**src/rtl/pinc_pkg.sv**
```systemverilog
package pinc_pkg;
  parameter int FNUM_W  = 11;
  parameter int BLK_W   = 3;
  parameter int PM_W    = 8;
  parameter int PMS_W   = 3;
  parameter int NUM_SUP = 3;

  localparam int SUM_W     = FNUM_W + 1;
  localparam int MAX_SHIFT = (1 << BLK_W) - 2;
  localparam int INC_W     = SUM_W + MAX_SHIFT;
  localparam int OP_W      = $clog2(NUM_SUP + 1);

  typedef struct packed {
    logic [FNUM_W-1:0] fnum;
    logic [BLK_W-1:0]  blk;
  } pitch_t;
endpackage

```
**src/rtl/pinc_src_sel.sv**
```systemverilog
module pinc_src_sel
  import pinc_pkg::*;
(
  input  logic                      spec_en,
  input  logic [OP_W-1:0]           op_idx,
  input  pitch_t                    chan_pitch,
  input  logic [NUM_SUP*FNUM_W-1:0] sup_fnum,
  input  logic [NUM_SUP*BLK_W-1:0]  sup_block,
  output pitch_t                    sel_pitch
);
  pitch_t sup_set [NUM_SUP];

  for (genvar k = 0; k < NUM_SUP; k++) begin : g_unpack
    assign sup_set[k].fnum = sup_fnum[k*FNUM_W +: FNUM_W];
    assign sup_set[k].blk  = sup_block[k*BLK_W +: BLK_W];
  end

  always_comb begin
    sel_pitch = chan_pitch;
    if (spec_en) begin
      for (int k = 0; k < NUM_SUP; k++) begin
        if (op_idx == OP_W'(k)) sel_pitch = sup_set[k];
      end
    end
  end
endmodule

```
**src/rtl/pinc_pm_add.sv**
```systemverilog
module pinc_pm_add
  import pinc_pkg::*;
(
  input  logic [FNUM_W-1:0] fnum,
  input  logic [PMS_W-1:0]  pms,
  input  logic [PM_W-1:0]   pm_ofs,
  output logic [SUM_W-1:0]  base
);
  logic [SUM_W-1:0] ofs_ext;
  assign ofs_ext = {{(SUM_W-PM_W){pm_ofs[PM_W-1]}}, pm_ofs};

  always_comb begin
    if (pms == '0) base = {1'b0, fnum};
    else           base = {fnum, 1'b0} + ofs_ext;  // wraps modulo 2^SUM_W
  end

  always_comb begin
    if (pms == '0)
      AST_RAW_NARROW: assert (base[SUM_W-1] == 1'b0);
  end
endmodule

```
**src/rtl/pinc_oct_shift.sv**
```systemverilog
module pinc_oct_shift
  import pinc_pkg::*;
(
  input  logic [SUM_W-1:0] base,
  input  logic [BLK_W-1:0] blk,
  output logic [INC_W-1:0] inc
);
  logic [INC_W-1:0] wide;
  assign wide = INC_W'(base);

  always_comb begin
    if (blk == '0) inc = wide >> 1;
    else           inc = wide << (blk - BLK_W'(1));
  end

  always_comb begin
    if (blk == '0)
      AST_OCT0_NARROW: assert (inc < INC_W'(1 << (SUM_W-1)));
  end
endmodule

```
**src/rtl/pinc_gen.sv**
```systemverilog
module pinc_gen
  import pinc_pkg::*;
(
  input  logic                      clk,
  input  logic                      rst_n,
  input  logic                      in_valid,
  output logic                      in_ready,
  input  logic                      spec_en,
  input  logic [OP_W-1:0]           op_idx,
  input  logic [FNUM_W-1:0]         chan_fnum,
  input  logic [BLK_W-1:0]          chan_block,
  input  logic [NUM_SUP*FNUM_W-1:0] sup_fnum,
  input  logic [NUM_SUP*BLK_W-1:0]  sup_block,
  input  logic [PMS_W-1:0]          pms,
  input  logic [PM_W-1:0]           pm_ofs,
  output logic                      out_valid,
  input  logic                      out_ready,
  output logic [INC_W-1:0]          out_inc
);
  pitch_t           chan_pitch, sel_pitch;
  logic [SUM_W-1:0] base;
  logic [INC_W-1:0] inc_next;
  logic             accept;

  assign chan_pitch = '{fnum: chan_fnum, blk: chan_block};

  pinc_src_sel u_sel (
    .spec_en   (spec_en),
    .op_idx    (op_idx),
    .chan_pitch(chan_pitch),
    .sup_fnum  (sup_fnum),
    .sup_block (sup_block),
    .sel_pitch (sel_pitch)
  );

  pinc_pm_add u_pm (
    .fnum  (sel_pitch.fnum),
    .pms   (pms),
    .pm_ofs(pm_ofs),
    .base  (base)
  );

  pinc_oct_shift u_oct (
    .base(base),
    .blk (sel_pitch.blk),
    .inc (inc_next)
  );

  assign in_ready = !out_valid || out_ready;
  assign accept   = in_valid && in_ready;

  always_ff @(posedge clk) begin
    if (!rst_n) begin
      out_valid <= 1'b0;
      out_inc   <= '0;
    end else begin
      if (accept) begin
        out_valid <= 1'b1;
        out_inc   <= inc_next;
      end else if (out_ready) begin
        out_valid <= 1'b0;
      end
    end
  end

  AST_ACCEPT_LATENCY: assert property (@(posedge clk) disable iff (!rst_n)
    in_valid && in_ready |=> out_valid);
  AST_DRAIN_IDLE: assert property (@(posedge clk) disable iff (!rst_n)
    out_valid && out_ready && !in_valid |=> !out_valid);
  AST_HOLD_RESULT: assert property (@(posedge clk) disable iff (!rst_n)
    out_valid && !out_ready |=> out_valid && $stable(out_inc));
endmodule

```
**config.mk**
```make
export PLATFORM = sky130hd
export DESIGN_NAME = pinc_gen
export DESIGN_NICKNAME = d
export VERILOG_FILES = /design/src/rtl/pinc_pkg.sv /design/src/rtl/pinc_src_sel.sv /design/src/rtl/pinc_pm_add.sv /design/src/rtl/pinc_oct_shift.sv /design/src/rtl/pinc_gen.sv
export SDC_FILE = /design/constraint.sdc
export NUM_CORES = 1
export LEC_CHECK = 0
export BUFFER_PORTS_ARGS = -buffer_cell sky130_fd_sc_hd__buf_2
export CAP_MARGIN = 10
export CORE_UTILIZATION = 40
export CTS_CLUSTER_DIAMETER = 80
export DETAILED_ROUTE_END_ITERATION = 10
export PLACE_DENSITY = 0.77
export SLEW_MARGIN = 25
export SYNTH_ARGS = -nofsm -noshare
export SYNTH_HDL_FRONTEND = slang
export SYNTH_SLANG_ARGS = --single-unit
```
**constraint.sdc**
```tcl
create_clock -name clk -period 4.75 [get_ports clk]
set_input_delay 0.7125 -clock clk [delete_from_list [all_inputs] [get_ports clk]]
set_output_delay 0.7125 -clock clk [all_outputs]
set_load 0.02 [all_outputs]
```
==> flow_summary.toml, run 1 <==
[grt]
grt.overflow.total = 0
antenna_found_initial = 0
first_global_vias = 3023
grt_pass1_wl_um = 14400
grt_max_degree = 26
grt_usage = 0.245

[synthesis]
postSynthCellCount = 366
syn_area_sq_um = 2740
yosys_warnings = 0
synth_top_area_share = 0.139
ys_seq_area_frac = 0.139
synth_nets = 453
synth-edff-count = 0
synth.avg_cell_area_sq_um = 7.49
synth_cell_type_count = 76
ys_async_sr_fraction = 0
synth_seq_cells = 19
ys_top_cells_by_area = "dfxtp_1 (14%), nand2_1 (5.6%), ha_1 (5.5%), nor2_1 (5.2%), a21oi_1 (4.7%)"
synth_flop_cell = "dfxtp_1"
synth_top_cell_by_area = "dfxtp_1"

[setup_path]
reg2reg_to = "out_inc[10]"
cp-startpoint = "op_idx[1]"
path_class = "input pin to flop"
critPathMaxStageDelay_ns = 0.56
r2r_slack_ns = 2.85
arrival_ns = 4.04
cp.required_ns = 4.89
cp_cell_sequence = "buf_2, mux2_1, o22ai_1, a21oi_1, ha_1, a21oi_1, o2111ai_1, a2111o_1, nand3_1, mux2i_1, a2111oi_1, o21ai_1"
start_kind = "input pin"
crit_path_frequent_cell = "a21oi_1"
endpoint_kind = "flop"
path_delay_family = "compound AO/OA/AOI/OAI gates"
r2r_cells = 7
crit_slowest_cell = "a2111oi_1"
critPathBufInv = 1
reg2reg_from = "out_valid"
cp_max_fo = 21

[drt]
num_vias = 3221
wl_per_cell_um = 16.6
vias_per_cell = 6.15
ant_nets = 0
drt_iter0_drc = 239
drt-total-wl_um = 8670
firstDrtPassIters = 8
drc_errors = 12

[power]
p_per_area_nw_per_um2 = 254
total_power_mw = 0.822
power_leakage_nw = 1.41
vdd_drop_max_uv = 137

[sta]
slew_headroom = 0.490
final-hold-violation-count = 0
whs_ns = 0.454
finalCritPeriodShare = 0.822
tns_ns = 0
worst_pin_slew_ns = 0.761
rsz0062_at_grt = "no"
drv_slew = 0
clock_skew_ns = 0.00290
fmax_mhz = 256
period_needed_ns = 3.91
fin_ws_ns = 0.845
finalSetupViolations = 0

[layout]
fin_cells = 524
drive_gt1_frac = 0.304
multiInputGateArea_sq_um = 2160
antenna_cells = 0
areaGrowthSynthToFinish_pct = 17.8
fin_nets = 535
seqCellArea_sq_um = 380
fill_cells = 650
post-route-util = 0.497
fin_area_sq_um = 3230

[die]
chipHeight_um = 84.8
die_area_sq_um = 7190
initial_core_util = 0.422
die_w_um = 84.8
ios = 94
fp-row-count = 29
coreArea_sq_um = 6490

[clock_network]
cts_buffer_depth = 2
clkSinkCount = 19
htree_levels = 1
cts-root-buf = "clkbuf_8"
cts_tree = "built"
cts.clk_slew.worst_paths_ns = 0.07
worst_skew_pair.late_latency_ns = 0.26
postCtsResizedCells = 0
holdBufCountCts = 0
cts_setup_buffers = 0
cts-buffers-inserted = 3

[place]
gp_congestion = 0.937
dp.cells = 520
portBuffers = 93
pre_cts_ws_ns = 0.646
dpl-instance-area_sq_um = 3190
dpl.hpwl_um = 6830

[worst_hold_path]
min_to = "out_inc[15]"
hold_start = "out_inc[15]"
hp-class = "flop to flop"
whs_path_depth = 2

[status]
outcome = "finished, violations left"
violations = "DRC"

[flow_run]
drv_cap = 0
==> flip-flops by register name, summed over array words and instances (netlist names) <==
register,cells
out_inc,18
out_valid,1
==> cell families (layout without fill, tap and decap cells) <==
kind of cell	after synthesis	count (layout)	synth area share
adders and majority gates	13	13	0.0620
muxes	17	17	0.0721
DFF	19	19	0.139
and+or+nand+nor	137	137	0.242
xor gates and xnor gates	3	3	0.00958
AOI/OAI and AO/OA	142	142	0.401
buffers and inverters	35	116	0.0748
==> power by group <==
group          total, mW  switching (mW)  internal (mW)
registers          0.190          0.0102          0.180
clock network      0.115          0.0556         0.0597
logic              0.516           0.325          0.191
==> worst min-delay path, stage by stage, from the launching register on <==
cell and delay, ns:
dfxtp_1 0.32, nand2_1 0.05, o31ai_1 0.05
==> layout by cell type, fill, tap and decap left out, drive strengths merged, types with 6 or more instances in the layout <==
| cell type | synthesis | layout |
|---|---|---|
| buf | 16 | 97 |
| nand2 | 41 | 41 |
| nor2 | 38 | 38 |
| a21oi | 30 | 30 |
| o21ai | 22 | 22 |
| dfxtp | 19 | 19 |
| nand3 | 15 | 15 |
| inv | 14 | 14 |
| mux2 | 13 | 13 |
| ha | 12 | 12 |
| o22ai | 12 | 12 |
| a211oi | 12 | 12 |
| nor3 | 11 | 11 |
| o211ai | 8 | 8 |
| nand2b | 7 | 7 |
| o31ai | 7 | 7 |
| o221ai | 6 | 6 |
==> layout make-up <==
type,count,share of cell area
Sequential cell,19,0.118
Tap cell,77,0.0298
Timing Repair Buffer,97,0.153
Multi-Input combinational cell,312,0.668
Clock buffer,4,0.0139
Inverter,15,0.0174
==> cell usage after synthesis, drive strengths merged, types with 2 or more instances <==
| cell | n |
|---|---|
| o211ai | 8 |
| a221oi | 4 |
| nand2 | 41 |
| nand4bb | 2 |
| mux2 | 13 |
| a32oi | 2 |
| nor3 | 11 |
| o221ai | 6 |
| clkbuf | 4 |
| a31oi | 4 |
| dfxtp | 19 |
| a22oi | 4 |
| o31ai | 7 |
| o21ai | 22 |
| nand4 | 2 |
| nor2b | 3 |
| and2 | 5 |
| a211o | 3 |
| or3 | 5 |
| nand3 | 15 |
| a2111oi | 2 |
| o21a | 3 |
| inv | 14 |
| o22ai | 12 |
| and4b | 2 |
| xnor2 | 2 |
| a21o | 2 |
| o2111ai | 5 |
| o32ai | 2 |
| nand2b | 7 |
| a211oi | 12 |
| a21oi | 30 |
| mux2i | 4 |
| nor2 | 38 |
| ha | 12 |
| buf | 16 |
==> layer usage <==
layer	share of wire	track usage	up-vias
li1	-	-	1574
met1	0.46	0.328	1495
met2	0.46	0.426	142
met3	0.070	0.0295	10
met4	0.012	0.0462	0
met5	0	0	-
==> worst max-delay path by stage <==
stage,endpoint,slack (ns),depth (start not counted)
after floorplan,out_inc[6],1.26,16
after global placement,out_inc[11],0.76,12
after detailed placement,out_inc[11],0.65,12
after CTS,out_inc[11],0.90,12
after global routing,out_inc[11],0.63,12
final,out_inc[11],0.84,12
(Power assumes the default switching activity.)
==> run 2, diff against run 1 <==
- ABC_AREA: default -> 1
- clock period: 4.75 -> 3.8 ns (I/O delays scaled with it)
==> run 2 against run 1 <==
  * The flow now finishes without violations
  * Critical path type unchanged
  * Synthesized area rose by 0.78%
  * Combinational power rose by 16%
  * Wire length fell by 11%
==> flow_summary.toml, run 2 <==
[setup_path]
crit_slowest_cell = "fa_1"
arrival_ns = 3.30
endpoint_kind = "flop"
cp_cell_sequence = "buf_2, nand2_2, inv_2, or2_1, and2_1, ha_1, inv_1, fa_1, inv_1, nand3_1, nand2_1, nand3_1, nand2_1, nand2_1, nand2_1, nand2_1, nand3_1, nand3_1, nand3_1, nand3_1, nand2_1, inv_1"
path_class = "input pin to flop"
path_delay_family = "simple AND/OR/NAND/NOR gates"
cp_max_fo = 16
critPathMaxStageDelay_ns = 0.40
start_kind = "input pin"
cp.required_ns = 3.96
critPathBufInv = 5

[grt]
antenna_found_initial = 0
grt_usage = 0.220
grt_max_degree = 18
grt_pass1_wl_um = 13200
grt.overflow.total = 0
first_global_vias = 3105

[sta]
drv_slew = 0
fin_ws_ns = 0.659
clock_skew_ns = 0.00522
tns_ns = 0
worst_pin_slew_ns = 0.500
finalSetupViolations = 0
period_needed_ns = 3.14
final-hold-violation-count = 0
rsz0062_at_grt = "no"
fmax_mhz = 318
finalCritPeriodShare = 0.827
slew_headroom = 0.667

[die]
initial_core_util = 0.426
coreArea_sq_um = 6490
die_w_um = 85.1
fp-row-count = 29
chipHeight_um = 85.1
die_area_sq_um = 7250
ios = 94

[place]
portBuffers = 93
pre_cts_ws_ns = 0.395
gp_congestion = 0.942
dpl.hpwl_um = 6660

[clock_network]
clkSinkCount = 19
cts.clk_slew.worst_paths_ns = 0.06
cts_buffer_depth = 2
cts-root-buf = "clkbuf_8"
cts-buffers-inserted = 3
cts_setup_buffers = 0
worst_skew_pair.late_latency_ns = 0.26
htree_levels = 1
postCtsResizedCells = 0
cts_tree = "built"
holdBufCountCts = 0

[synthesis]
ys_async_sr_fraction = 0
synth_seq_cells = 19
synth_common_cells = "nand2_1 (175), nand3_1 (87), inv_1 (71), a21oi_1 (31), dfxtp_1 (19)"
ys_seq_area_frac = 0.138
yosys_warnings = 0
synth.most_common_cell = "nand2_1"
synth_top_area_share = 0.238
synth-edff-count = 0
synth.avg_cell_area_sq_um = 5.56
syn_area_sq_um = 2760
synth_flop_cell = "dfxtp_1"
synth_top_cell_by_area = "nand2_1"
synth_cell_type_count = 39
synth_nets = 584
postSynthCellCount = 497
ys_top_cells_by_area = "nand2_1 (24%), nand3_1 (16%), dfxtp_1 (14%), inv_1 (9.6%), a21oi_1 (5.6%)"

[layout]
multiInputGateArea_sq_um = 1990
post-route-util = 0.505
areaGrowthSynthToFinish_pct = 18.6
final_common_cell = "nand2_1"
seqCellArea_sq_um = 380
largest_reg_flops = 18
top_regs = "out_inc: 18 flops, out_valid: 1 flops"
fin_nets = 666
layout_common_cells = "nand2_1 (175), buf_2 (93), nand3_1 (87), inv_1 (71), a21oi_1 (31)"
regMostFlops = "out_inc"
drive_gt1_frac = 0.218
antenna_cells = 0
fill_cells = 700

[power]
p_per_area_nw_per_um2 = 296
power_leakage_nw = 1.91
vdd_drop_max_uv = 119

[worst_hold_path]
hp-class = "flop to flop"

[status]
outcome = "completed"

[drt]
num_vias = 3369
vias_per_cell = 5.14
drc_errors = 0
firstDrtPassIters = 4
ant_nets = 0
wl_per_cell_um = 11.8
drt_iter0_drc = 216
drt-total-wl_um = 7760

[flow_run]
drv_cap = 0
==> run 2: worst paths after layout <==
kind                             startpoint          end  slack (ns)  cells after the start
worst max-delay path                spec_en  out_inc[13]        0.66                     22
worst min-delay path            out_inc[17]  out_inc[17]        0.46                      2
worst max register to register    out_valid  out_inc[11]        2.02                     10
worst min register to register  out_inc[17]  out_inc[17]        0.46                      2
==> run 2: area by class of cell <==
class,instances,area share
repair buffers,95,0.147
multi-input cells,385,0.608
inverters,75,0.0866
clock buffers,4,0.0137
flip-flops and latches,19,0.116
well taps,77,0.0294
==> run 2: through the flow <==
stage	cells	cell area [sq um]	hold slack, ns	power (mW)
floorplan	497	2760	0.545	0.686
global placement	651	3230	0.452	0.820
detailed placement	651	3230	0.455	0.830
CTS	655	3280	0.466	0.970
global route	655	3280	0.488	1.06
finish	655	3280	0.463	0.970
==> run 2: per-layer routing <==
layer / vias to the layer above / wire length [um] / GRT usage
met5: - / 0 / 0
met4: 0 / 179 / 0.0601
met3: 21 / 354 / 0.0321
met2: 107 / 3670 / 0.391
met1: 1477 / 3560 / 0.276
li1: 1764 / - / -
==> run 2: cells by family (layout without fill, tap and decap cells) <==
logic type	after synthesis	count (layout)	share of synthesized area
and+or+nand+nor	315	315	0.532
buffers and inverters	93	174	0.142
AOI/OAI and AO/OA	55	55	0.114
DFF	19	19	0.138
adders and majority gates	13	13	0.0616
xor gates and xnor gates	2	2	0.0131
==> run 2: power by group <==
group | internal (mW) | switching, mW
clock network | 0.0745 | 0.0651
logic | 0.213 | 0.384
registers | 0.223 | 0.0101
==> run 2: tightest hold or removal path: cells and delay by family, from the launching register on <==
family          cells  cell delay [ns]
simple gates        1             0.06
flops               1             0.31
compound gates      1             0.05
==> run 3, diff against run 2 <==
- clock period: 3.8 -> 3 ns (I/O delays scaled with it)
==> run 3 against run 2 <==
  * Sequential share of layout area decreased by 0.43 points
  * Setup slack worse by 0.45 ns
  * Sequential power up 26%
  * Clock power rose by 29%
  * Final cell count is 2.4% higher
  * Via count up 1.5%
  * Core utilization is 2.0 points higher
  * Die area unchanged
  * Flip-flop and latch count unchanged
  * Highest routed layer unchanged
  * Critical path type unchanged
  * Wire length increased by 3.9%
  * Total power is 30% higher
  * Critical path depth fell by 1
==> flow_summary.toml, run 3 (same netlist as run 2, synthesis figures left out) <==
[sta]
finalCritPeriodShare = 0.931
worst_pin_slew_ns = 0.431
whs_ns = 0.467
final-hold-violation-count = 0
clock_skew_ns = 0.00327
period_needed_ns = 2.79
drv_slew = 0
fin_ws_ns = 0.207
fmax_mhz = 358
finalSetupViolations = 0
slew_headroom = 0.712

[setup_path]
path_class = "input pin to flop"
r2r_cells = 10
cp.required_ns = 3.20
crit_path_frequent_cell = "nand2_1"
endpoint_kind = "flop"
critPathMaxStageDelay_ns = 0.38
r2r_slack_ns = 1.57
cp_max_fo = 7
cp_cell_sequence = "buf_2, inv_2, nor2_4, buf_4, nand2_1, nand3_1, nand2_1, and2_1, ha_2, nand2_1, nor2_1, nand2_1, nand4_1, nand2_1, nand2_1, nand3_1, nand3_1, nand2_1, a21oi_2, nand2_1, a21oi_1"
crit_slowest_cell = "ha_2"
arrival_ns = 2.99
start_kind = "input pin"

[status]
outcome = "completed"

[clock_network]
htree_levels = 1
cts_tree = "built"
clkSinkCount = 19
cts.clk_slew.worst_paths_ns = 0.07
cts_buffer_depth = 2
worst_skew_pair.late_latency_ns = 0.26
cts-root-buf = "clkbuf_8"
cts-buffers-inserted = 3

[grt]
grt_pass1_wl_um = 13300
grt.overflow.total = 0
antenna_found_initial = 0
grt_max_degree = 18
grt_usage = 0.221
first_global_vias = 3129

[power]
vdd_drop_max_uv = 172
p_per_area_nw_per_um2 = 369
power_leakage_nw = 1.99
total_power_mw = 1.26

[drt]
drt_iter0_drc = 144
num_vias = 3419
wl_per_cell_um = 12.0
drt-total-wl_um = 8060
vias_per_cell = 5.10
firstDrtPassIters = 5
drc_errors = 0
ant_nets = 0

[layout]
top_regs = "out_inc: 18 flops, out_valid: 1 flops"
antenna_cells = 0
seqCellArea_sq_um = 380
largest_reg_flops = 18
drive_gt1_frac = 0.246
fill_cells = 704
multiInputGateArea_sq_um = 2010
fin_nets = 682
areaGrowthSynthToFinish_pct = 23.2
final_common_cell = "nand2_1"
regMostFlops = "out_inc"
layout_common_cells = "nand2_1 (175), buf_2 (93), nand3_1 (87), inv_1 (70), a21oi_1 (30)"

[die]
chipHeight_um = 85.1
die_area_sq_um = 7250
coreArea_sq_um = 6490
die_w_um = 85.1
fp-row-count = 29
ios = 94
initial_core_util = 0.426

[worst_hold_path]
whs_path_depth = 2
hp-class = "flop to flop"

[place]
dpl.hpwl_um = 6780
pre_cts_ws_ns = 0.0113
gp_congestion = 0.860
portBuffers = 93

[flow_run]
drv_cap = 0
run 3: cell count changes in the layout (fill, tap and decap cells not counted), sizes merged:
cell,before,now
buf,95,110
nor2,14,15
run 3: timing repair:
item | 4_1_cts | 5_1_grt
gates resized for setup | 0 | 6
endpoints found under the hold margin | 0 | 0
buffers inserted | 0 | 5
hold buffers | 0 | 0
setup endpoints to repair | 0 | 7
run 3: layout make-up:
| class | instances | area share |
|---|---|---|
| clock buffers | 4 | 0.0132 |
| inverters | 75 | 0.0834 |
| multi-input cells | 386 | 0.589 |
| flip-flops and latches | 19 | 0.112 |
| well taps | 77 | 0.0283 |
| repair buffers | 110 | 0.174 |
run 3: critical path: cells and delay by family:
family	cells	cell delay (ns)
simple gates	15	1.50
buf+inv	3	0.42
fa+ha+maj	1	0.38
compound gates	2	0.26
run 3: per-layer routing:
layer | GRT usage | routed length (um) | up-vias
li1 | - | - | 1786
met1 | 0.272 | 3610 | 1498
met2 | 0.409 | 3890 | 123
met3 | 0.0360 | 465 | 12
met4 | 0.0370 | 91 | 0
met5 | 0 | 0 | -
run 3: worst paths after layout:
kind	end	from
max	out_inc[10]	op_idx[1]
max reg2reg	out_inc[11]	out_valid
min	out_inc[15]	out_inc[15]
min reg2reg	out_inc[15]	out_inc[15]
run 3: power breakdown:
group | switching (mW) | total, mW | internal [mW]
logic | 0.494 | 0.783 | 0.289
registers | 0.0122 | 0.294 | 0.282
clock network | 0.0853 | 0.180 | 0.0946
run 3: per-stage QoR:
step | setup TNS, ns | area [sq um] | util | instances
after global routing | -0.111 | 3410 | 0.524 | 671
final | 0 | 3410 | 0.524 | 671
after floorplan | 0 | 2760 | - | 497
after detailed placement | 0 | 3310 | 0.509 | 661
after CTS | 0 | 3350 | 0.516 | 665
after global placement | 0 | 3310 | 0.509 | 661
